[config.mk]
export PLATFORM = sky130hd
export DESIGN_NAME = wave_param_arbiter
export DESIGN_NICKNAME = d
export VERILOG_FILES = /design/src/rtl/wpa_pkg.sv /design/src/rtl/wpa_src_select.sv /design/src/rtl/wpa_field_mux.sv /design/src/rtl/wpa_link_events.sv /design/src/rtl/wpa_band_decode.sv /design/src/rtl/wave_param_arbiter.sv
export SDC_FILE = /design/constraint.sdc
export NUM_CORES = 1
export LEC_CHECK = 0
export BUFFER_PORTS_ARGS = -buffer_cell sky130_fd_sc_hd__clkbuf_2
export CAP_MARGIN = 10
export CORE_ASPECT_RATIO = 1.75
export CORE_MARGIN = 5
export CORE_UTILIZATION = 58
export CTS_CLUSTER_DIAMETER = 40
export DETAILED_ROUTE_END_ITERATION = 8
export PLACE_DENSITY_LB_ADDON = 0.3
export SETUP_SLACK_MARGIN = 0.3
export SLEW_MARGIN = 10
export SYNTH_ARGS = -nofsm -noshare
export SYNTH_HDL_FRONTEND = slang
export SYNTH_SLANG_ARGS = --single-unit
[constraint.sdc]
create_clock -name clk -period 14.65 [get_ports clk]
set_input_delay 1.465 -clock clk [delete_from_list [all_inputs] [get_ports clk]]
set_output_delay 1.465 -clock clk [all_outputs]
set_load 0.01 [all_outputs]
[src/rtl/wpa_pkg.sv]
package wpa_pkg;
   localparam int unsigned TENS_STEP_HZ = 10;
   localparam int unsigned K_STEP_HZ    = 1000;
   localparam int unsigned TENK_STEP_HZ = 10000;

   // largest frequency any digit combination of the given widths can form
   function automatic int unsigned max_hz(input int unsigned tens_w,
                                          input int unsigned k_w,
                                          input int unsigned tenk_w);
      return ((2**tens_w) - 1) * TENS_STEP_HZ
           + ((2**k_w)    - 1) * K_STEP_HZ
           + ((2**tenk_w) - 1) * TENK_STEP_HZ;
   endfunction
endpackage

[src/rtl/wpa_src_select.sv]
module wpa_src_select (
   input  logic clk,
   input  logic rst_n,
   input  logic host_chg,
   input  logic brd_chg,
   output logic use_host
);
   logic owner_host_q;

   // a strobe overrides the stored owner in its own cycle; host wins ties
   always_comb use_host = host_chg | (~brd_chg & owner_host_q);

   always_ff @(posedge clk or negedge rst_n) begin
      if (!rst_n) owner_host_q <= 1'b0;
      else        owner_host_q <= use_host;
   end
endmodule

[src/rtl/wpa_field_mux.sv]
module wpa_field_mux #(
   parameter int unsigned W = 8
) (
   input  logic         use_host,
   input  logic [W-1:0] brd_val,
   input  logic [W-1:0] host_val,
   output logic [W-1:0] act_val
);
   initial assert (W >= 1) else $error("wpa_field_mux: W must be at least 1");

   for (genvar b = 0; b < W; b++) begin : g_bit
      assign act_val[b] = use_host ? host_val[b] : brd_val[b];
   end
endmodule

[src/rtl/wpa_link_events.sv]
module wpa_link_events #(
   parameter int unsigned TENS_W = 7,
   parameter int unsigned K_W    = 4,
   parameter int unsigned TENK_W = 5
) (
   input  logic              clk,
   input  logic              rst_n,
   input  logic              host_chg,
   input  logic              brd_chg,
   input  logic [TENS_W-1:0] host_tens,
   input  logic [K_W-1:0]    host_k,
   input  logic [TENK_W-1:0] host_tenk,
   output logic              tx_req,
   output logic              wb_load,
   output logic [TENS_W-1:0] wb_tens,
   output logic [K_W-1:0]    wb_k,
   output logic [TENK_W-1:0] wb_tenk
);
   // transmit only for a panel change the host did not override
   always_ff @(posedge clk or negedge rst_n) begin
      if (!rst_n) begin
         tx_req  <= 1'b0;
         wb_load <= 1'b0;
      end else begin
         tx_req  <= brd_chg & ~host_chg;
         wb_load <= host_chg;
      end
   end

   always_ff @(posedge clk or negedge rst_n) begin
      if (!rst_n) begin
         wb_tens <= '0;
         wb_k    <= '0;
         wb_tenk <= '0;
      end else if (host_chg) begin
         wb_tens <= host_tens;
         wb_k    <= host_k;
         wb_tenk <= host_tenk;
      end
   end
endmodule

[src/rtl/wpa_band_decode.sv]
module wpa_band_decode #(
   parameter int unsigned TENS_W = 7,
   parameter int unsigned K_W    = 4,
   parameter int unsigned TENK_W = 5,
   parameter int unsigned LO_HZ  = 1000,
   parameter int unsigned HI_HZ  = 10000
) (
   input  logic              clk,
   input  logic              rst_n,
   input  logic [TENS_W-1:0] tens,
   input  logic [K_W-1:0]    k,
   input  logic [TENK_W-1:0] tenk,
   output logic              in_band
);
   import wpa_pkg::*;

   localparam int unsigned TOP_HZ = (max_hz(TENS_W, K_W, TENK_W) > HI_HZ) ?
                                    max_hz(TENS_W, K_W, TENK_W) : HI_HZ;
   localparam int unsigned HZ_W   = $clog2(TOP_HZ + 1);

   initial assert (LO_HZ <= HI_HZ) else $error("wpa_band_decode: LO_HZ above HI_HZ");

   logic [HZ_W-1:0] hz;

   always_comb begin
      hz = HZ_W'(tens) * HZ_W'(TENS_STEP_HZ)
         + HZ_W'(k)    * HZ_W'(K_STEP_HZ)
         + HZ_W'(tenk) * HZ_W'(TENK_STEP_HZ);
   end

   always_ff @(posedge clk or negedge rst_n) begin
      if (!rst_n) in_band <= 1'b0;
      else        in_band <= (hz >= HZ_W'(LO_HZ)) && (hz <= HZ_W'(HI_HZ));
   end
endmodule

[src/rtl/wave_param_arbiter.sv]
module wave_param_arbiter #(
   parameter int unsigned KIND_W = 2,
   parameter int unsigned TENS_W = 7,
   parameter int unsigned K_W    = 4,
   parameter int unsigned TENK_W = 5,
   parameter int unsigned AMP_W  = 8,
   parameter int unsigned LO_HZ  = 1000,
   parameter int unsigned HI_HZ  = 10000
) (
   input  logic              clk,
   input  logic              rst_n,
   input  logic [KIND_W-1:0] brd_kind,
   input  logic [TENS_W-1:0] brd_tens,
   input  logic [K_W-1:0]    brd_k,
   input  logic [TENK_W-1:0] brd_tenk,
   input  logic [AMP_W-1:0]  brd_amp,
   input  logic              brd_chg,
   input  logic [KIND_W-1:0] host_kind,
   input  logic [TENS_W-1:0] host_tens,
   input  logic [K_W-1:0]    host_k,
   input  logic [TENK_W-1:0] host_tenk,
   input  logic [AMP_W-1:0]  host_amp,
   input  logic              host_chg,
   output logic [KIND_W-1:0] act_kind,
   output logic [TENS_W-1:0] act_tens,
   output logic [K_W-1:0]    act_k,
   output logic [TENK_W-1:0] act_tenk,
   output logic [AMP_W-1:0]  act_amp,
   output logic              act_from_host,
   output logic              tx_req,
   output logic              wb_load,
   output logic [TENS_W-1:0] wb_tens,
   output logic [K_W-1:0]    wb_k,
   output logic [TENK_W-1:0] wb_tenk,
   output logic              buzz_en
);
   localparam int unsigned NFIELD = 5;
   localparam int unsigned FW [NFIELD] = '{KIND_W, TENS_W, K_W, TENK_W, AMP_W};
   localparam int unsigned SET_W = KIND_W + TENS_W + K_W + TENK_W + AMP_W;

   initial assert (KIND_W >= 2) else $error("KIND_W too narrow for three kinds");
   initial assert (TENS_W >= $clog2(100)) else $error("TENS_W cannot hold 99");
   initial assert (K_W >= $clog2(10)) else $error("K_W cannot hold 9");
   initial assert (TENK_W >= $clog2(21)) else $error("TENK_W cannot hold 20");
   initial assert (AMP_W >= 1) else $error("AMP_W must be at least 1");

   logic             use_host;
   logic [SET_W-1:0] brd_set, host_set, act_set;

   assign brd_set  = {brd_kind, brd_tens, brd_k, brd_tenk, brd_amp};
   assign host_set = {host_kind, host_tens, host_k, host_tenk, host_amp};
   assign {act_kind, act_tens, act_k, act_tenk, act_amp} = act_set;
   assign act_from_host = use_host;

   wpa_src_select u_sel (
      .clk      (clk),
      .rst_n    (rst_n),
      .host_chg (host_chg),
      .brd_chg  (brd_chg),
      .use_host (use_host)
   );

   // one multiplexer per field, each at its own offset in the packed set
   for (genvar f = 0; f < NFIELD; f++) begin : g_field
      localparam int unsigned LSB = (f == 0) ? SET_W - FW[0]
                                 : (f == 1) ? SET_W - FW[0] - FW[1]
                                 : (f == 2) ? SET_W - FW[0] - FW[1] - FW[2]
                                 : (f == 3) ? FW[4]
                                 : 0;
      wpa_field_mux #(.W(FW[f])) u_mux (
         .use_host (use_host),
         .brd_val  (brd_set[LSB +: FW[f]]),
         .host_val (host_set[LSB +: FW[f]]),
         .act_val  (act_set[LSB +: FW[f]])
      );
   end

   wpa_link_events #(.TENS_W(TENS_W), .K_W(K_W), .TENK_W(TENK_W)) u_link (
      .clk       (clk),
      .rst_n     (rst_n),
      .host_chg  (host_chg),
      .brd_chg   (brd_chg),
      .host_tens (host_tens),
      .host_k    (host_k),
      .host_tenk (host_tenk),
      .tx_req    (tx_req),
      .wb_load   (wb_load),
      .wb_tens   (wb_tens),
      .wb_k      (wb_k),
      .wb_tenk   (wb_tenk)
   );

   wpa_band_decode #(.TENS_W(TENS_W), .K_W(K_W), .TENK_W(TENK_W),
                     .LO_HZ(LO_HZ), .HI_HZ(HI_HZ)) u_band (
      .clk     (clk),
      .rst_n   (rst_n),
      .tens    (act_tens),
      .k       (act_k),
      .tenk    (act_tenk),
      .in_band (buzz_en)
   );
endmodule

# Yosys cells after proc, flatten, opt, wreduce, memory -nomap -nowiden
# Cells that the tools add are included.
[totals]
out_inout_bits = 46
rom_bits = 0
input_bits = 56
register_bits = 20
mem_count = 0
word_cells = 46
latchBits = 0
ram_bits = 0
[op_classes]
n_lt_le_gt_ge = 2
shift = 0
bitwise = 5
add_sub_neg = 2
n_eq_ne = 0
mux = 26
n_reduce_logical = 1
mul = 3
div_mod_pow = 0
[ops]
columns = ["op", "count"]
rows = [
  ["$mux W1", 26],
  ["$add A19 B19 Y19", 1],
  ["$ge A19 B10 Y1 const B", 1],
  ["$le A19 B14 Y1 const B", 1],
  ["$add A11 B14 Y15", 1],
  ["$mul A5 B10 Y15 const B", 1],
  ["$mul A4 B7 Y11 const B", 1],
  ["$mul A7 B3 Y10 const B", 1],
  ["$and A1 B1 Y1", 2],
  ["$not A1 Y1", 2],
  ["$logic_and A1 B1 Y1", 1],
  ["$or A1 B1 Y1", 1],
]

# Logic depth before layout (Yosys ltp)
# Gate-level depths: netlist of the first run.
[logic_depth]
depth_word = 9
depth_mapped = 31
ltp_nobuf = 30

# By module
# A second synthesis of the first run with hierarchy kept.
[hier_totals]
cells_unflattened = 349
hier_area_um2 = 3489.6
[modules_own_cells]
columns = ["mod", "area_per_inst_um2", "seq_area_each_um2", "cells_each", "instances"]
rows = [
  ["wpa_band_decode", 2377.3, 25.0, 281, 1],
  ["wpa_link_events", 704.4, 450.4, 37, 1],
  ["wpa_field_mux (g_field[4].u_mux)", 131.4, 0.0, 9, 1],
  ["wpa_field_mux (g_field[1].u_mux)", 116.4, 0.0, 8, 1],
  ["wpa_field_mux (g_field[3].u_mux)", 56.3, 0.0, 5, 1],
  ["wpa_field_mux (g_field[2].u_mux)", 45.0, 0.0, 4, 1],
  ["wpa_src_select", 36.3, 25.0, 3, 1],
  ["wpa_field_mux (g_field[0].u_mux)", 22.5, 0.0, 2, 1],
]

# Worst setup path after synthesis of the first run
# No wires, ideal clock.
[synth_timing]
path_type = "in2reg"
startpoint = "in brd_chg"
endpoint = "reg u_band.in_band"
setup_slack_ns = 7.638
required_time_ns = 14.539
setup_time_ns = 0.111
path_buffers = 1
path_stages = 30
arrival_ns = 6.900
cell_sequence = "nor2b_4 nor2_4 inv_2 clkbuf_1 nand2_1 nand2_1 ha_1 inv_1 ha_1 a2111oi_2 a21o_1 fa_1 ha_1 o21ai_0 nand2b_1 xnor2_1 ha_1 nand3_1 nand2_1 a41o_1 o21ai_1 xnor2_1 ha_1 and2_1 or2_2 a21oi_1 o2bb2ai_1 mux2i_1 o32a_1 a2111oi_2"
[synth_between]
elab_chain_cells = 9
elab_cells_between_ends = 27
classes_between = "add/sub (2); mul (3); order compare (2); mux (16); bitwise (3); reduce/logical (1)"
[synth_rtl]
columns = ["element", "line_no", "source"]
rows = [
  ["start: declaration", "wave_param_arbiter.sv:17", "input logic brd_chg,"],
  ["$not A1 Y1 (*)", "wpa_src_select.sv:11", "always_comb use_host = host_chg | (~brd_chg & owner_host_q);"],
  ["$and A1 B1 Y1 (*)", "wpa_src_select.sv:11", ""],
  ["$or A1 B1 Y1 (*)", "wpa_src_select.sv:11", ""],
  ["$mux W1", "wpa_field_mux.sv:12", "assign act_val[b] = use_host ? host_val[b] : brd_val[b];"],
  ["$mul A7 B3 Y10 or $mul A4 B7 Y11 (tied branches)", "wpa_band_decode.sv:26, wpa_band_decode.sv:27", ""],
  ["$add A11 B14 Y15", "wpa_band_decode.sv:27", "+ HZ_W'(k) * HZ_W'(K_STEP_HZ)"],
  ["$add A19 B19 Y19 (*)", "wpa_band_decode.sv:28", "+ HZ_W'(tenk) * HZ_W'(TENK_STEP_HZ);"],
  ["$ge A19 B10 Y1 or $le A19 B14 Y1 (tied branches)", "wpa_band_decode.sv:33", "else in_band <= (hz >= HZ_W'(LO_HZ)) && (hz <= HZ_W'(HI_HZ));"],
  ["$logic_and A1 B1 Y1 (*)", "wpa_band_decode.sv:33", ""],
  ["end signal: assignment", "wpa_band_decode.sv:33", ""],
  ["end: declaration", "wpa_band_decode.sv:13", "output logic in_band"],
]
# Every way passes the cells marked *; elsewhere a longest branch is shown, timed or not.
# A chain may end at the register's enable or synchronous reset.

# Worst setup path after layout of the first run
[layout_timing]
startpoint = "in host_chg"
endpoint = "reg u_band.in_band"
[layout_between]
elab_chain_cells = 7
elab_cells_between_ends = 25
classes_between = "add/sub (2); mul (3); order compare (2); mux (16); bitwise (1); reduce/logical (1)"
[layout_rtl]
columns = ["element", "line_no", "source"]
rows = [
  ["start: declaration", "wave_param_arbiter.sv:23", "input logic host_chg,"],
  ["$or A1 B1 Y1 (*)", "wpa_src_select.sv:11", ""],
  ["$mux W1", "wpa_field_mux.sv:12", ""],
  ["$mul A7 B3 Y10 or $mul A4 B7 Y11 (tied branches)", "wpa_band_decode.sv:26, wpa_band_decode.sv:27", ""],
  ["$add A11 B14 Y15", "wpa_band_decode.sv:27", ""],
  ["$add A19 B19 Y19 (*)", "wpa_band_decode.sv:28", ""],
  ["$ge A19 B10 Y1 or $le A19 B14 Y1 (tied branches)", "wpa_band_decode.sv:33", ""],
  ["$logic_and A1 B1 Y1 (*)", "wpa_band_decode.sv:33", ""],
]
# Marked as above.

==> report_table.html, run 1 <==
<table>
<tr><th>Metric</th><th>Value</th></tr>
<tr><th colspan="2">Timing</th></tr>
<tr><td>Final setup vio count</td><td>0</td></tr>
<tr><td>Final clock skew</td><td>0.3819 ps</td></tr>
<tr><td>Final hold violation count</td><td>0</td></tr>
<tr><td>Time the final worst path needs with I/O delays and setup</td><td>8240 ps</td></tr>
<tr><td>Peak clock frequency supported by timing</td><td>121.4 MHz</td></tr>
<tr><td>Period utilization</td><td>56.24%</td></tr>
<tr><td>Transition time at the pin with the least slew margin</td><td>643.9 ps</td></tr>
<tr><td>Worst slew margin</td><td>56.97%</td></tr>
<tr><td>Setup_tns</td><td>0 ps</td></tr>
<tr><td>Final number of max-transition violations</td><td>0</td></tr>
<tr><td>Setup repair after global routing missed its margin</td><td>no</td></tr>
<tr><th colspan="2">Finish</th></tr>
<tr><td>Final-layout fill cell count</td><td>535</td></tr>
<tr><td>Count of inserted antenna diode cells</td><td>0</td></tr>
<tr><td>Final core area utilization</td><td>69.02%</td></tr>
<tr><td>Total Nets Final</td><td>664</td></tr>
<tr><td>Area Growth Syn to Fin</td><td>17.46%</td></tr>
<tr><td>Share of post-route cells with drive strength above 1</td><td>24.76%</td></tr>
<tr><td>Final Cell Area</td><td>4200 µm²</td></tr>
<tr><th colspan="2">Power</th></tr>
<tr><td>Overall power</td><td>958.2 µW</td></tr>
<tr><td>Static Leak</td><td>0.002240 µW</td></tr>
<tr><td>Power density relative to cell area</td><td>228.1 nW/µm²</td></tr>
<tr><td>Largest vdd supply drop</td><td>280.3 µV</td></tr>
<tr><th colspan="2">Setup path</th></tr>
<tr><td>Highest-delay cell along the critical path</td><td>nor2_4</td></tr>
<tr><td>Crit path max fanout</td><td>25</td></tr>
<tr><td>Setup crit start</td><td>host_chg</td></tr>
<tr><td>Critical Path Source Type</td><td>input port</td></tr>
<tr><td>Most frequent cell on the critical path</td><td>ha_1</td></tr>
<tr><td>Worst EP required</td><td>14790 ps</td></tr>
<tr><td>Crit end category</td><td>flop</td></tr>
<tr><td>Crit Path Class</td><td>input port to flop</td></tr>
<tr><td>Reg-to-reg critical path startpoint</td><td>u_sel.owner_host_q</td></tr>
<tr><td>Arr. time, crit path</td><td>8380 ps</td></tr>
<tr><td>Worst path max stage delay</td><td>650 ps</td></tr>
<tr><th colspan="2">Placed design</th></tr>
<tr><td>Port bufs</td><td>101</td></tr>
<tr><td>Area after detailed placement</td><td>4159 µm²</td></tr>
<tr><td>Final weighted congestion in routability-driven placement</td><td>0.9385</td></tr>
<tr><td>HPWL reported at the end of detailed placement</td><td>8.777 mm</td></tr>
<tr><th colspan="2">CTS</th></tr>
<tr><td>CTS H-tree depth</td><td>1</td></tr>
<tr><td>TritonCTS clock tree</td><td>done</td></tr>
<tr><td>Source-to-sink clock delay at the later pin of the worst-skew pair</td><td>250 ps</td></tr>
<tr><td>Quantity of hold-fixing buffers added after cts</td><td>0</td></tr>
<tr><td>CTS root buffer</td><td>clkbuf_8</td></tr>
<tr><td>Post-CTS resize count</td><td>0</td></tr>
<tr><td>Max Root-Sink Buffers</td><td>2</td></tr>
<tr><td>Number of sinks on the clock net</td><td>20</td></tr>
<tr><td>Postcts setup bufs</td><td>0</td></tr>
<tr><td>Inserted Clock Buffers</td><td>3</td></tr>
<tr><td>Clock transition at the registers of the reported paths</td><td>70 ps</td></tr>
<tr><th colspan="2">Floorplan</th></tr>
<tr><td>Effective utilization at floorplan</td><td>58.76%</td></tr>
<tr><td>Placement row count</td><td>38</td></tr>
<tr><td>Die boundary height</td><td>113.9 µm</td></tr>
<tr><td>Placeable core area</td><td>6086 µm²</td></tr>
<tr><td># IOs</td><td>102</td></tr>
<tr><td>Full die area</td><td>7897 µm²</td></tr>
<tr><td>Floorplan die width</td><td>69.36 µm</td></tr>
<tr><th colspan="2">Detailed routing</th></tr>
<tr><td>Detailed Route WL</td><td>10.20 mm</td></tr>
<tr><td>Number of vias per cell</td><td>5.783</td></tr>
<tr><td>Total vias in the final route</td><td>3522</td></tr>
<tr><td>Number of detailed-routing iterations run before antenna repair</td><td>5</td></tr>
<tr><td>Number of remaining DRC errors</td><td>0</td></tr>
<tr><td>Initial detailed-routing violation count</td><td>132</td></tr>
<tr><td>Count of antenna-violating nets left after detailed routing</td><td>0</td></tr>
<tr><td>Average wire length per cell after detail routing</td><td>16.75 µm</td></tr>
<tr><th colspan="2">Hold path</th></tr>
<tr><td>Hold Path Class</td><td>flop to flop</td></tr>
<tr><td>Critical hold path startpoint</td><td>u_link.wb_tens[5]</td></tr>
<tr><th colspan="2">Synthesis</th></tr>
<tr><td>Number of distinct standard cells referenced by the synthesized netlist</td><td>63</td></tr>
<tr><td>Count of flip-flops with a built-in enable after synthesis</td><td>0</td></tr>
<tr><td>Most used flip-flop cell after synthesis</td><td>dfrtp_1</td></tr>
<tr><td>Synth warn</td><td>0</td></tr>
<tr><td>Post-synthesis sequential element count</td><td>20</td></tr>
<tr><td>Area share of the leading cell type in the synthesized netlist</td><td>23.09%</td></tr>
<tr><td>Biggest area contributors in the synthesized netlist</td><td>ha_1 (23%), dfrtp_1 (14%), nand2_1 (6.9%), fa_1 (6.2%), mux2_2 (5.0%)</td></tr>
<tr><td>Most area-hungry cell type in the Yosys netlist</td><td>ha_1</td></tr>
<tr><td>Cell count after synthesis</td><td>431</td></tr>
<tr><td>Synth Cell Area</td><td>3576 µm²</td></tr>
<tr><td>Synth async-reset ratio</td><td>100.0%</td></tr>
<tr><td>Register area share after synthesis</td><td>14.00%</td></tr>
<tr><td>Post-Synthesis Mean Instance Area</td><td>8.297 µm²</td></tr>
<tr><td>Nets in the synthesized netlist</td><td>564</td></tr>
<tr><th colspan="2">Global routing</th></tr>
<tr><td>Wire length of the first global-routing pass</td><td>16.35 mm</td></tr>
<tr><td>Largest net degree at the start of global routing</td><td>26</td></tr>
<tr><td>GRT Overall Usage</td><td>25.34%</td></tr>
<tr><td>Antenna violations before repair</td><td>0</td></tr>
<tr><td>GRT overflow</td><td>0</td></tr>
<tr><td>Vias in the first global route</td><td>3650</td></tr>
<tr><th colspan="2">Status</th></tr>
<tr><td>Outcome</td><td>completed</td></tr>
<tr><th colspan="2">Flow run</th></tr>
<tr><td>Maximum capacitance violations</td><td>0</td></tr>
</table>
## synth_stat cells, drive strengths merged (3+ instances only)
| cell | instances |
|---|---|
| nand2b | 3 |
| a21o | 6 |
| o211ai | 3 |
| xor2 | 8 |
| xnor2 | 19 |
| nor2 | 29 |
| nor3 | 11 |
| inv | 46 |
| ha | 66 |
| clkbuf | 5 |
| o21ai | 11 |
| nand3 | 7 |
| a211oi | 3 |
| nor2b | 4 |
| o2111a | 4 |
| or3b | 3 |
| fa | 11 |
| o21bai | 3 |
| nand2 | 66 |
| mux2i | 11 |
| o21a | 4 |
| a21oi | 23 |
| dfrtp | 20 |
| and2 | 3 |
| mux2 | 16 |
| o31ai | 5 |
## sequential cells by signal (all words and copies together), names as in the netlist
signal,count
u_band.in_band,1
u_sel.owner_host_q,1
u_link.tx_req,1
u_link.wb_k,4
u_link.wb_tenk,5
u_link.wb_load,1
u_link.wb_tens,7
## final timing paths
kind | depth (start not counted) | slack [ps] | endpoint
worst min register to register | 1 | 510 | u_link.wb_tens[5]
worst min-delay path | 1 | 510 | u_link.wb_tens[5]
worst max-delay path | 28 | 6410 | u_band.in_band
max in group asynchronous | 1 | 13150 | u_link.wb_tens[3]
worst max register to register | 28 | 7620 | u_band.in_band
min in group asynchronous | 1 | 1160 | u_link.tx_req
## placed cells by master (no fill, tap or decap), types with 6 or more instances in the layout
master,netlist,final
a21oi_1,23,23
dfrtp_1,20,20
xor2_1,8,8
nor3_1,11,11
nand3_1,7,7
mux2i_1,11,11
clkbuf_2,0,101
ha_1,66,66
nor2_1,28,28
a21o_1,6,6
fa_1,11,11
nand2_1,66,66
o21ai_0,10,10
inv_1,45,45
xnor2_1,19,19
mux2_2,16,16
## power by group
group | switching (µW) | leakage, µW | internal [µW] | total (µW)
combinational | 498 | 0.00198 | 360 | 859
sequential | 3.13 | 0.000236 | 61.4 | 64.5
clock | 16.5 | 0.0000216 | 18.3 | 34.8
## worst max-delay path, delay by kind of cell
family / cells / cell delay (ps)
AOI/OAI and AO/OA: 9 / 2100
adders and majority gates: 6 / 1870
muxes: 2 / 500
buffers and inverters: 3 / 770
and+or+nand+nor: 6 / 1360
xor gates and xnor gates: 2 / 300
## layer usage
layer	share of wire [%]	wire length (µm)	GRT usage (%)	vias up
met5	0	0	0	-
met4	5.1	520	13.30	0
met3	5.4	549	3.439	39
met2	55	5650	51.72	140
met1	34	3479	23.48	1613
li1	-	-	-	1730
## final cells by class
type                       count  area (µm²)  area share [%]
multi-input combinational    359        2880           68.57
timing repair buffer         101       505.5           12.03
sequential                    20       500.5           11.92
inverter                      46       172.7           4.111
tap                           80       100.1           2.383
clock buffer                   3       41.29          0.9830
## cell families (layout without fill, tap and decap cells)
group / Yosys count / count (layout) / synth area share (%)
simple gates: 140 / 140 / 18.23
compound gates: 88 / 88 / 18.33
fa+ha+maj: 77 / 77 / 29.25
buf+inv: 52 / 150 / 5.458
xor+xnor: 27 / 27 / 6.613
mux: 27 / 27 / 8.118
flops: 20 / 20 / 14.00
## metrics by stage
stage                     std cells  hold slack, ps  setup slack (ps)
after floorplan                 431           551.2              7638
after global placement          606           489.9              6385
after detailed placement        606           497.3              6199
after CTS                       609           512.9              6444
after global routing            609           541.1              5837
final                           609           513.3              6410
(Power assumes the default switching activity.)
==> run 2: changes to the inputs <==
--- a/config.mk
+++ b/config.mk
@@ -9,7 +9,7 @@
 export CAP_MARGIN = 10
 export CORE_ASPECT_RATIO = 1.75
 export CORE_MARGIN = 5
-export CORE_UTILIZATION = 58
+export CORE_UTILIZATION = 49
 export CTS_CLUSTER_DIAMETER = 40
 export DETAILED_ROUTE_END_ITERATION = 8
 export PLACE_DENSITY_LB_ADDON = 0.3
==> constraint.sdc (replaced) <==
create_clock -name clk -period 6.7 [get_ports clk]
set_input_delay 0.67 -clock clk [delete_from_list [all_inputs] [get_ports clk]]
set_output_delay 0.67 -clock clk [all_outputs]
set_load 0.01 [all_outputs]
==> run 2 against run 1 <==
  * Sequential share of layout area down 0.60 points
  * Total power up 130%
  * First-iteration DRC count down 3.0%
  * Count of clock-buffer cells in the layout up 1
  * Critical endpoint unchanged
  * Highest routed layer unchanged
==> report_table.html, run 2 (synthesis gave the netlist of run 1 again) <==
<table>
<tr><th>Metric</th><th>Value</th></tr>
<tr><th colspan="2">Flow run</th></tr>
<tr><td>Maximum capacitance violations</td><td>0 (unchanged)</td></tr>
<tr><th colspan="2">Detailed routing</th></tr>
<tr><td>Number of detailed-routing iterations run before antenna repair</td><td>4 (-1)</td></tr>
<tr><td>Average wire length per cell after detail routing</td><td>16.63 µm (-0.74%)</td></tr>
<tr><td>Number of vias per cell</td><td>5.639 (-2.5%)</td></tr>
<tr><td>Number of remaining DRC errors</td><td>0 (unchanged)</td></tr>
<tr><td>Total vias in the final route</td><td>3558 (+1.0%)</td></tr>
<tr><td>Initial detailed-routing violation count</td><td>128 (-3.0%)</td></tr>
<tr><td>Count of antenna-violating nets left after detailed routing</td><td>0 (unchanged)</td></tr>
<tr><td>Detailed Route WL</td><td>10.49 mm (+2.8%)</td></tr>
<tr><th colspan="2">Timing</th></tr>
<tr><td>Peak clock frequency supported by timing</td><td>161.3 MHz</td></tr>
<tr><td>Final number of max-transition violations</td><td>0 (unchanged)</td></tr>
<tr><td>Final hold violation count</td><td>0 (unchanged)</td></tr>
<tr><td>Final clock skew</td><td>0.2650 ps (-0.1169 ps)</td></tr>
<tr><td>Transition time at the pin with the least slew margin</td><td>531.1 ps (-112.8 ps)</td></tr>
<tr><td>Setup repair after global routing missed its margin</td><td>no</td></tr>
<tr><td>Post-Route Hold Slack</td><td>367.9 ps (-145.4 ps)</td></tr>
<tr><td>Final setup vio count</td><td>0 (unchanged)</td></tr>
<tr><td>Time the final worst path needs with I/O delays and setup</td><td>6198 ps</td></tr>
<tr><td>Worst slew margin</td><td>64.03% (+7.1 points)</td></tr>
<tr><td>Period utilization</td><td>92.51%</td></tr>
<tr><td>Setup_tns</td><td>0 ps (unchanged)</td></tr>
<tr><th colspan="2">Power</th></tr>
<tr><td>Static Leak</td><td>0.002335 µW (+4.2%)</td></tr>
<tr><td>Power density relative to cell area</td><td>508.2 nW/µm² (+120%)</td></tr>
<tr><td>Largest vdd supply drop</td><td>405.5 µV (+45%)</td></tr>
<tr><th colspan="2">Global routing</th></tr>
<tr><td>Routing usage on met1</td><td>20.07% (-3.4 points)</td></tr>
<tr><td>Vias in the first global route</td><td>3597 (-1.5%)</td></tr>
<tr><td>Antenna violations before repair</td><td>0 (unchanged)</td></tr>
<tr><td>M3 GR Usage</td><td>1.953% (-1.5 points)</td></tr>
<tr><td>GRT Overall Usage</td><td>22.16% (-3.2 points)</td></tr>
<tr><td>GRT overflow</td><td>0 (unchanged)</td></tr>
<tr><td>Most Crowded Layer GR</td><td>met2</td></tr>
<tr><td>Largest net degree at the start of global routing</td><td>22 (-15%)</td></tr>
<tr><td>Global-route met2 utilization</td><td>44.60% (-7.1 points)</td></tr>
<tr><td>Wire length of the first global-routing pass</td><td>15.84 mm (-3.1%)</td></tr>
<tr><th colspan="2">Setup path</th></tr>
<tr><td>Most frequent cell on the critical path</td><td>ha_1</td></tr>
<tr><td>Crit path max fanout</td><td>18 (-28%)</td></tr>
<tr><td>Critical Path Source Type</td><td>input port</td></tr>
<tr><td>Arr. time, crit path</td><td>6340 ps (-2040 ps)</td></tr>
<tr><td>Reg-to-reg critical path startpoint</td><td>u_sel.owner_host_q</td></tr>
<tr><td>Buffers and inverters on the worst path</td><td>7 (+4)</td></tr>
<tr><td>Crit Path Class</td><td>input port to flop</td></tr>
<tr><td>Worst path max stage delay</td><td>470 ps (-180 ps)</td></tr>
<tr><td>Worst EP required</td><td>6840 ps (-7950 ps)</td></tr>
<tr><td>Setup crit start</td><td>brd_chg</td></tr>
<tr><td>Largest delay contributor family on the critical path</td><td>adder cells</td></tr>
<tr><td>Crit end category</td><td>flop</td></tr>
<tr><td>Highest-delay cell along the critical path</td><td>fa_1</td></tr>
<tr><th colspan="2">Finish</th></tr>
<tr><td>Top register by number of flip-flops</td><td>u_link.wb_tens</td></tr>
<tr><td>Most frequent cells in the layout</td><td>clkbuf_2 (100), nand2_1 (66), ha_1 (64)</td></tr>
<tr><td>Registers with the most flip-flops</td><td>u_link.wb_tens (7), u_link.wb_tenk (5), u_link.wb_k (4)</td></tr>
<tr><td>Final Cell Area</td><td>4422 µm² (+5.3%)</td></tr>
<tr><td>Area Growth Syn to Fin</td><td>23.65%</td></tr>
<tr><td>Total Nets Final</td><td>679 (+2.3%)</td></tr>
<tr><td>Register Area</td><td>500.5 µm² (unchanged)</td></tr>
<tr><td>Post-Layout Cell Count</td><td>631 (+3.6%)</td></tr>
<tr><td>Commonest non-fill, non-tap cell in the layout</td><td>clkbuf_2</td></tr>
<tr><td>Count of inserted antenna diode cells</td><td>0 (unchanged)</td></tr>
<tr><td>Area occupied by multi-input gates</td><td>2934 µm² (+1.9%)</td></tr>
<tr><td>Number of flip-flops in the largest register</td><td>7 (unchanged)</td></tr>
<tr><td>Final core area utilization</td><td>61.57% (-7.4 points)</td></tr>
<tr><td>Final-layout fill cell count</td><td>670 (+25%)</td></tr>
<tr><td>Share of post-route cells with drive strength above 1</td><td>27.89% (+3.1 points)</td></tr>
<tr><th colspan="2">Placed design</th></tr>
<tr><td>HPWL reported at the end of detailed placement</td><td>8.956 mm (+2.0%)</td></tr>
<tr><td>Final weighted congestion in routability-driven placement</td><td>0.9340 (-0.48%)</td></tr>
<tr><td>Port bufs</td><td>101 (unchanged)</td></tr>
<tr><td>Number of placed cells counting well taps</td><td>620 (+2.3%)</td></tr>
<tr><td>Area after detailed placement</td><td>4227 µm² (+1.6%)</td></tr>
<tr><th colspan="2">CTS</th></tr>
<tr><td>Max Root-Sink Buffers</td><td>2 (unchanged)</td></tr>
<tr><td>CTS H-tree depth</td><td>1 (unchanged)</td></tr>
<tr><td>Number of sinks on the clock net</td><td>20 (unchanged)</td></tr>
<tr><td>CTS root buffer</td><td>clkbuf_16</td></tr>
<tr><td>Source-to-sink clock delay at the later pin of the worst-skew pair</td><td>250 ps (about the same)</td></tr>
<tr><td>TritonCTS clock tree</td><td>done</td></tr>
<tr><td>Inserted Clock Buffers</td><td>3 (unchanged)</td></tr>
<tr><td>Clock transition at the registers of the reported paths</td><td>50 ps (-20 ps)</td></tr>
<tr><td>Quantity of hold-fixing buffers added after cts</td><td>0 (unchanged)</td></tr>
<tr><th colspan="2">Status</th></tr>
<tr><td>Outcome</td><td>completed</td></tr>
<tr><th colspan="2">Floorplan</th></tr>
<tr><td>Placeable core area</td><td>7182 µm² (+18%)</td></tr>
<tr><td>Floorplan die width</td><td>74.58 µm (+7.5%)</td></tr>
<tr><td>Placement row count</td><td>41 (+7.9%)</td></tr>
<tr><td>Full die area</td><td>9173 µm² (+16%)</td></tr>
<tr><td>Die boundary height</td><td>123.0 µm (+8.0%)</td></tr>
<tr><td># IOs</td><td>102 (unchanged)</td></tr>
<tr><td>Effective utilization at floorplan</td><td>49.79% (-9.0 points)</td></tr>
<tr><th colspan="2">Hold path</th></tr>
<tr><td>Hold Path Class</td><td>input port to async pin</td></tr>
</table>
run 2: cell types whose count changed in the layout (fill, tap and decap cells not counted), sizes merged:
cell,previous run,this run
buf,0,16
run 2: worst register-to-register path: cells and delay by family (launching register included):
family / cells / cell delay (ps)
buffers and inverters: 6 / 790
flip-flops: 1 / 360
AND/OR/NAND/NOR: 6 / 1230
adder cells (fa/ha/maj): 5 / 1510
XOR/XNOR: 1 / 100
AO/OA/AOI/OAI: 7 / 1500
multiplexers: 2 / 500
run 2: worst paths after layout:
path	endpoint	slack (ps)	depth (start not counted)
min in group clk	u_link.wb_tenk[0]	510	1
max in group asynchronous	u_link.wb_k[3]	6010	1
min reg2reg	u_link.wb_tenk[0]	510	1
min	u_link.tx_req	370	1
max	u_band.in_band	500	28
max reg2reg	u_band.in_band	600	27
run 2: report_power, final:
| group | internal (µW) | total (µW) | switching (µW) | leakage (µW) |
|---|---|---|---|---|
| clock network | 90.9 | 133 | 42.0 | 0.0000442 |
| logic | 857 | 1970 | 1120 | 0.00205 |
| registers | 134 | 140 | 5.89 | 0.000236 |
run 2: metrics by stage:
| step | total power, µW | setup slack [ps] |
|---|---|---|
| after floorplan | 1590 | 483.4 |
| after global placement | 1943 | 233.9 |
| after detailed placement | 1990 | 88.49 |
| after CTS | 2138 | 324.9 |
| after global routing | 2472 | 284.6 |
| final | 2247 | 501.8 |
run 2: layer usage:
layer / vias up / wire length [µm]
met1: 1647 / 3418
met5: - / 0
met2: 121 / 5821
met3: 36 / 606
met4: 0 / 645
li1: 1754 / -
run 2: repair_timing:
action	CTS	global route
buffers inserted	0	7
endpoints found under the setup margin	0	1
resized for setup	0	9
run 2: cell type report:
| cell class | count | area share, % |
|---|---|---|
| clock buffer | 4 | 2.009 |
| multi-input combinational | 359 | 66.36 |
| tap | 86 | 2.433 |
| sequential | 20 | 11.32 |
| timing repair buffer | 116 | 13.98 |
| inverter | 46 | 3.905 |
==> run 3: changes to the inputs <==
--- a/config.mk
+++ b/config.mk
@@ -5,14 +5,14 @@
 export SDC_FILE = /design/constraint.sdc
 export NUM_CORES = 1
 export LEC_CHECK = 0
-export BUFFER_PORTS_ARGS = -buffer_cell sky130_fd_sc_hd__clkbuf_2
 export CAP_MARGIN = 10
 export CORE_ASPECT_RATIO = 1.75
 export CORE_MARGIN = 5
-export CORE_UTILIZATION = 49
+export CORE_UTILIZATION = 60
 export CTS_CLUSTER_DIAMETER = 40
 export DETAILED_ROUTE_END_ITERATION = 8
-export PLACE_DENSITY_LB_ADDON = 0.3
+export DONT_BUFFER_PORTS = 1
+export PLACE_DENSITY = 0.81
 export SETUP_SLACK_MARGIN = 0.3
 export SLEW_MARGIN = 10
 export SYNTH_ARGS = -nofsm -noshare
==> run 3 against run 2 <==
  * Clock power is 32% lower
  * Cell area is 13% lower
  * Sequential share of layout area is 1.7 points higher
  * Global-route usage is 3.4 points higher
  * Non-clock buffer count is 106 lower
  * Die area is 16% lower
  * Final cell count is 18% lower
  * Critical path type unchanged
  * Critical endpoint unchanged
==> report_table.html, run 3 (synthesis gave the netlist of run 1 again) <==
<table>
<tr><th>Metric</th><th>Value</th></tr>
<tr><th colspan="2">CTS</th></tr>
<tr><td>Source-to-sink clock delay at the later pin of the worst-skew pair</td><td>260 ps (about the same)</td></tr>
<tr><td>Inserted Clock Buffers</td><td>3 (unchanged)</td></tr>
<tr><td>CTS H-tree depth</td><td>1 (unchanged)</td></tr>
<tr><td>Quantity of hold-fixing buffers added after cts</td><td>0 (unchanged)</td></tr>
<tr><td>Clock transition at the registers of the reported paths</td><td>70 ps (+20 ps)</td></tr>
<tr><td>CTS root buffer</td><td>clkbuf_8</td></tr>
<tr><td>TritonCTS clock tree</td><td>done</td></tr>
<tr><td>Max Root-Sink Buffers</td><td>2 (unchanged)</td></tr>
<tr><td>Number of sinks on the clock net</td><td>20 (unchanged)</td></tr>
<tr><th colspan="2">Power</th></tr>
<tr><td>Part of the power in the clock network</td><td>4.3% (-1.6 points)</td></tr>
<tr><td>Fraction of power spent switching nets</td><td>53.36% (+1.5 points)</td></tr>
<tr><td>Switching power of the nets</td><td>1134 µW (-2.6%)</td></tr>
<tr><td>Fraction of power consumed by sequential logic</td><td>7.1% (+0.9 points)</td></tr>
<tr><td>Static Leak</td><td>0.001879 µW (-20%)</td></tr>
<tr><td>Pint</td><td>991.5 µW (-8.4%)</td></tr>
<tr><td>Largest vdd supply drop</td><td>404.2 µV (-0.31%)</td></tr>
<tr><td>Power density relative to cell area</td><td>553.9 nW/µm² (+9.0%)</td></tr>
<tr><td>Combinational share of power</td><td>88.6% (+0.8 points)</td></tr>
<tr><th colspan="2">Finish</th></tr>
<tr><td>Final Cell Area</td><td>3837 µm² (-13%)</td></tr>
<tr><td>Final-layout fill cell count</td><td>514 (-23%)</td></tr>
<tr><td>Number of flip-flops in the largest register</td><td>7 (unchanged)</td></tr>
<tr><td>Count of inserted antenna diode cells</td><td>0 (unchanged)</td></tr>
<tr><td>Total Nets Final</td><td>573 (-16%)</td></tr>
<tr><td>Top register by number of flip-flops</td><td>u_link.wb_tens</td></tr>
<tr><td>Area Growth Syn to Fin</td><td>7.313%</td></tr>
<tr><td>Share of post-route cells with drive strength above 1</td><td>10.25% (-18 points)</td></tr>
<tr><td>Commonest non-fill, non-tap cell in the layout</td><td>nand2_1</td></tr>
<tr><td>Most frequent cells in the layout</td><td>nand2_1 (66), ha_1 (64), inv_1 (45)</td></tr>
<tr><td>Registers with the most flip-flops</td><td>u_link.wb_tens (7), u_link.wb_tenk (5), u_link.wb_k (4)</td></tr>
<tr><th colspan="2">Placed design</th></tr>
<tr><td>HPWL reported at the end of detailed placement</td><td>8.332 mm (-7.0%)</td></tr>
<tr><td>Final weighted congestion in routability-driven placement</td><td>0.9625 (+3.1%)</td></tr>
<tr><td>Area after detailed placement</td><td>3711 µm² (-12%)</td></tr>
<tr><td>Port bufs</td><td>0 (-100%)</td></tr>
<tr><th colspan="2">Detailed routing</th></tr>
<tr><td>Number of detailed-routing iterations run before antenna repair</td><td>4 (unchanged)</td></tr>
<tr><td>Initial detailed-routing violation count</td><td>203 (+59%)</td></tr>
<tr><td>Total vias in the final route</td><td>3241 (-8.9%)</td></tr>
<tr><td>Number of remaining DRC errors</td><td>0 (unchanged)</td></tr>
<tr><td>Average wire length per cell after detail routing</td><td>18.65 µm (+12%)</td></tr>
<tr><td>Count of antenna-violating nets left after detailed routing</td><td>0 (unchanged)</td></tr>
<tr><td>Detailed Route WL</td><td>9.643 mm (-8.1%)</td></tr>
<tr><td>Number of vias per cell</td><td>6.269 (+11%)</td></tr>
<tr><th colspan="2">Timing</th></tr>
<tr><td>Worst slew margin</td><td>63.99% (about the same)</td></tr>
<tr><td>Setup repair after global routing missed its margin</td><td>no</td></tr>
<tr><td>Final hold violation count</td><td>0 (unchanged)</td></tr>
<tr><td>Final clock skew</td><td>0.5857 ps (+0.3207 ps)</td></tr>
<tr><td>Period utilization</td><td>91.07% (-1.4 points)</td></tr>
<tr><td>Transition time at the pin with the least slew margin</td><td>535.6 ps (+4.447 ps)</td></tr>
<tr><td>Final number of max-transition violations</td><td>0 (unchanged)</td></tr>
<tr><td>Final setup vio count</td><td>0 (unchanged)</td></tr>
<tr><td>Time the final worst path needs with I/O delays and setup</td><td>6102 ps (-96.16 ps)</td></tr>
<tr><td>Peak clock frequency supported by timing</td><td>163.9 MHz (+1.6%)</td></tr>
<tr><td>Setup_tns</td><td>0 ps (unchanged)</td></tr>
<tr><th colspan="2">Global routing</th></tr>
<tr><td>Antenna violations before repair</td><td>0 (unchanged)</td></tr>
<tr><td>Wire length of the first global-routing pass</td><td>15.04 mm (-5.1%)</td></tr>
<tr><td>GRT overflow</td><td>0 (unchanged)</td></tr>
<tr><td>Vias in the first global route</td><td>3372 (-6.3%)</td></tr>
<tr><td>GRT Overall Usage</td><td>25.58% (+3.4 points)</td></tr>
<tr><td>Largest net degree at the start of global routing</td><td>25 (+14%)</td></tr>
<tr><th colspan="2">Hold path</th></tr>
<tr><td>Hold Path Class</td><td>input port to async pin</td></tr>
<tr><th colspan="2">Setup path</th></tr>
<tr><td>Crit Path Class</td><td>input port to flop</td></tr>
<tr><td>Setup crit start</td><td>brd_chg</td></tr>
<tr><td>Worst EP required</td><td>6860 ps (+20 ps)</td></tr>
<tr><td>Crit end category</td><td>flop</td></tr>
<tr><td>Cell depth of the worst flop-to-flop path</td><td>25 (-7.4%)</td></tr>
<tr><td>Highest-delay cell along the critical path</td><td>fa_1</td></tr>
<tr><td>Crit path max fanout</td><td>6 (-12)</td></tr>
<tr><td>Worst path max stage delay</td><td>540 ps (+70 ps)</td></tr>
<tr><td>Arr. time, crit path</td><td>6260 ps (-80 ps)</td></tr>
<tr><td>Reg-to-reg critical path startpoint</td><td>u_sel.owner_host_q</td></tr>
<tr><td>Critical Path Source Type</td><td>input port</td></tr>
<tr><th colspan="2">Flow run</th></tr>
<tr><td>Maximum capacitance violations</td><td>0 (unchanged)</td></tr>
<tr><th colspan="2">Status</th></tr>
<tr><td>Outcome</td><td>completed</td></tr>
<tr><th colspan="2">Floorplan</th></tr>
<tr><td>Floorplan die width</td><td>68.36 µm (-8.3%)</td></tr>
<tr><td># IOs</td><td>102 (unchanged)</td></tr>
<tr><td>Effective utilization at floorplan</td><td>61.30% (+12 points)</td></tr>
<tr><td>Placement row count</td><td>37 (-9.8%)</td></tr>
<tr><td>Placeable core area</td><td>5833 µm² (-19%)</td></tr>
<tr><td>Full die area</td><td>7664 µm² (-16%)</td></tr>
<tr><td>Die boundary height</td><td>112.1 µm (-8.8%)</td></tr>
</table>
## run 3: worst max-delay path, delay by kind of cell
kind            cells  cell delay, ps
fa+ha+maj           5            1870
mux                 1             370
simple gates        7            1310
xor+xnor            1             260
buf+inv             4             410
compound gates      7            1370
## run 3: what timing repair did
item                       in CTS  in global routing
setup endpoints to repair       0                  1
hold endpoints to repair        0                  0
setup buffers                   0                  2
resized for setup               0                  8
## run 3: layer usage
metal / GRT usage [%] / routed length, µm / part of all wire (%) / up-vias
met5: 0 / 0 / 0 / -
met4: 14.87 / 633 / 6.6 / 0
met3: 5.005 / 636 / 6.6 / 45
met2: 50.06 / 5324 / 55 / 143
met1: 21.87 / 3049 / 32 / 1510
li1: - / - / - / 1543
## run 3: final timing paths
| kind | slack (ps) | endpoint |
|---|---|---|
| setup / recovery | 600 | u_band.in_band |
| hold / removal | 100 | u_link.wb_tens[2] |
| setup reg to reg | 610 | u_band.in_band |
| hold reg to reg | 580 | u_link.wb_k[2] |
| max in group asynchronous | 6530 | u_link.wb_tenk[2] |
| min in group clk | 440 | u_link.wb_load |
## run 3: final cells by class
cell class	count	area [µm²]	area share, %
Clock buffer	4	55.05	1.435
Multi-Input combinational cell	359	2933	76.43
Sequential cell	20	500.5	13.04
Timing Repair Buffer	10	78.83	2.054
Inverter	46	172.7	4.500
Tap cell	78	97.59	2.543
## run 3: power by group through the flow
stage	clock network (µW)	logic [µW]	registers, µW
floorplan	0	1440	149
global placement	0	1740	153
detailed placement	0	1790	153
CTS	93.3	1800	151
global route	99.5	2070	151
finish	90.8	1880	151
## run 3: through the flow
stage	util [%]	hold slack (ps)	std cells	setup slack (ps)	power, µW
2_1_floorplan	-	374.4	431	483.4	1590
3_3_place_gp	63.62	374.8	511	293.2	1888
3_5_place_dp	63.62	374.8	511	111.4	1942
4_1_cts	64.56	91.52	515	320.8	2044
5_1_grt	65.79	77.28	517	283.3	2320
6_report	65.79	98.09	517	598.0	2126
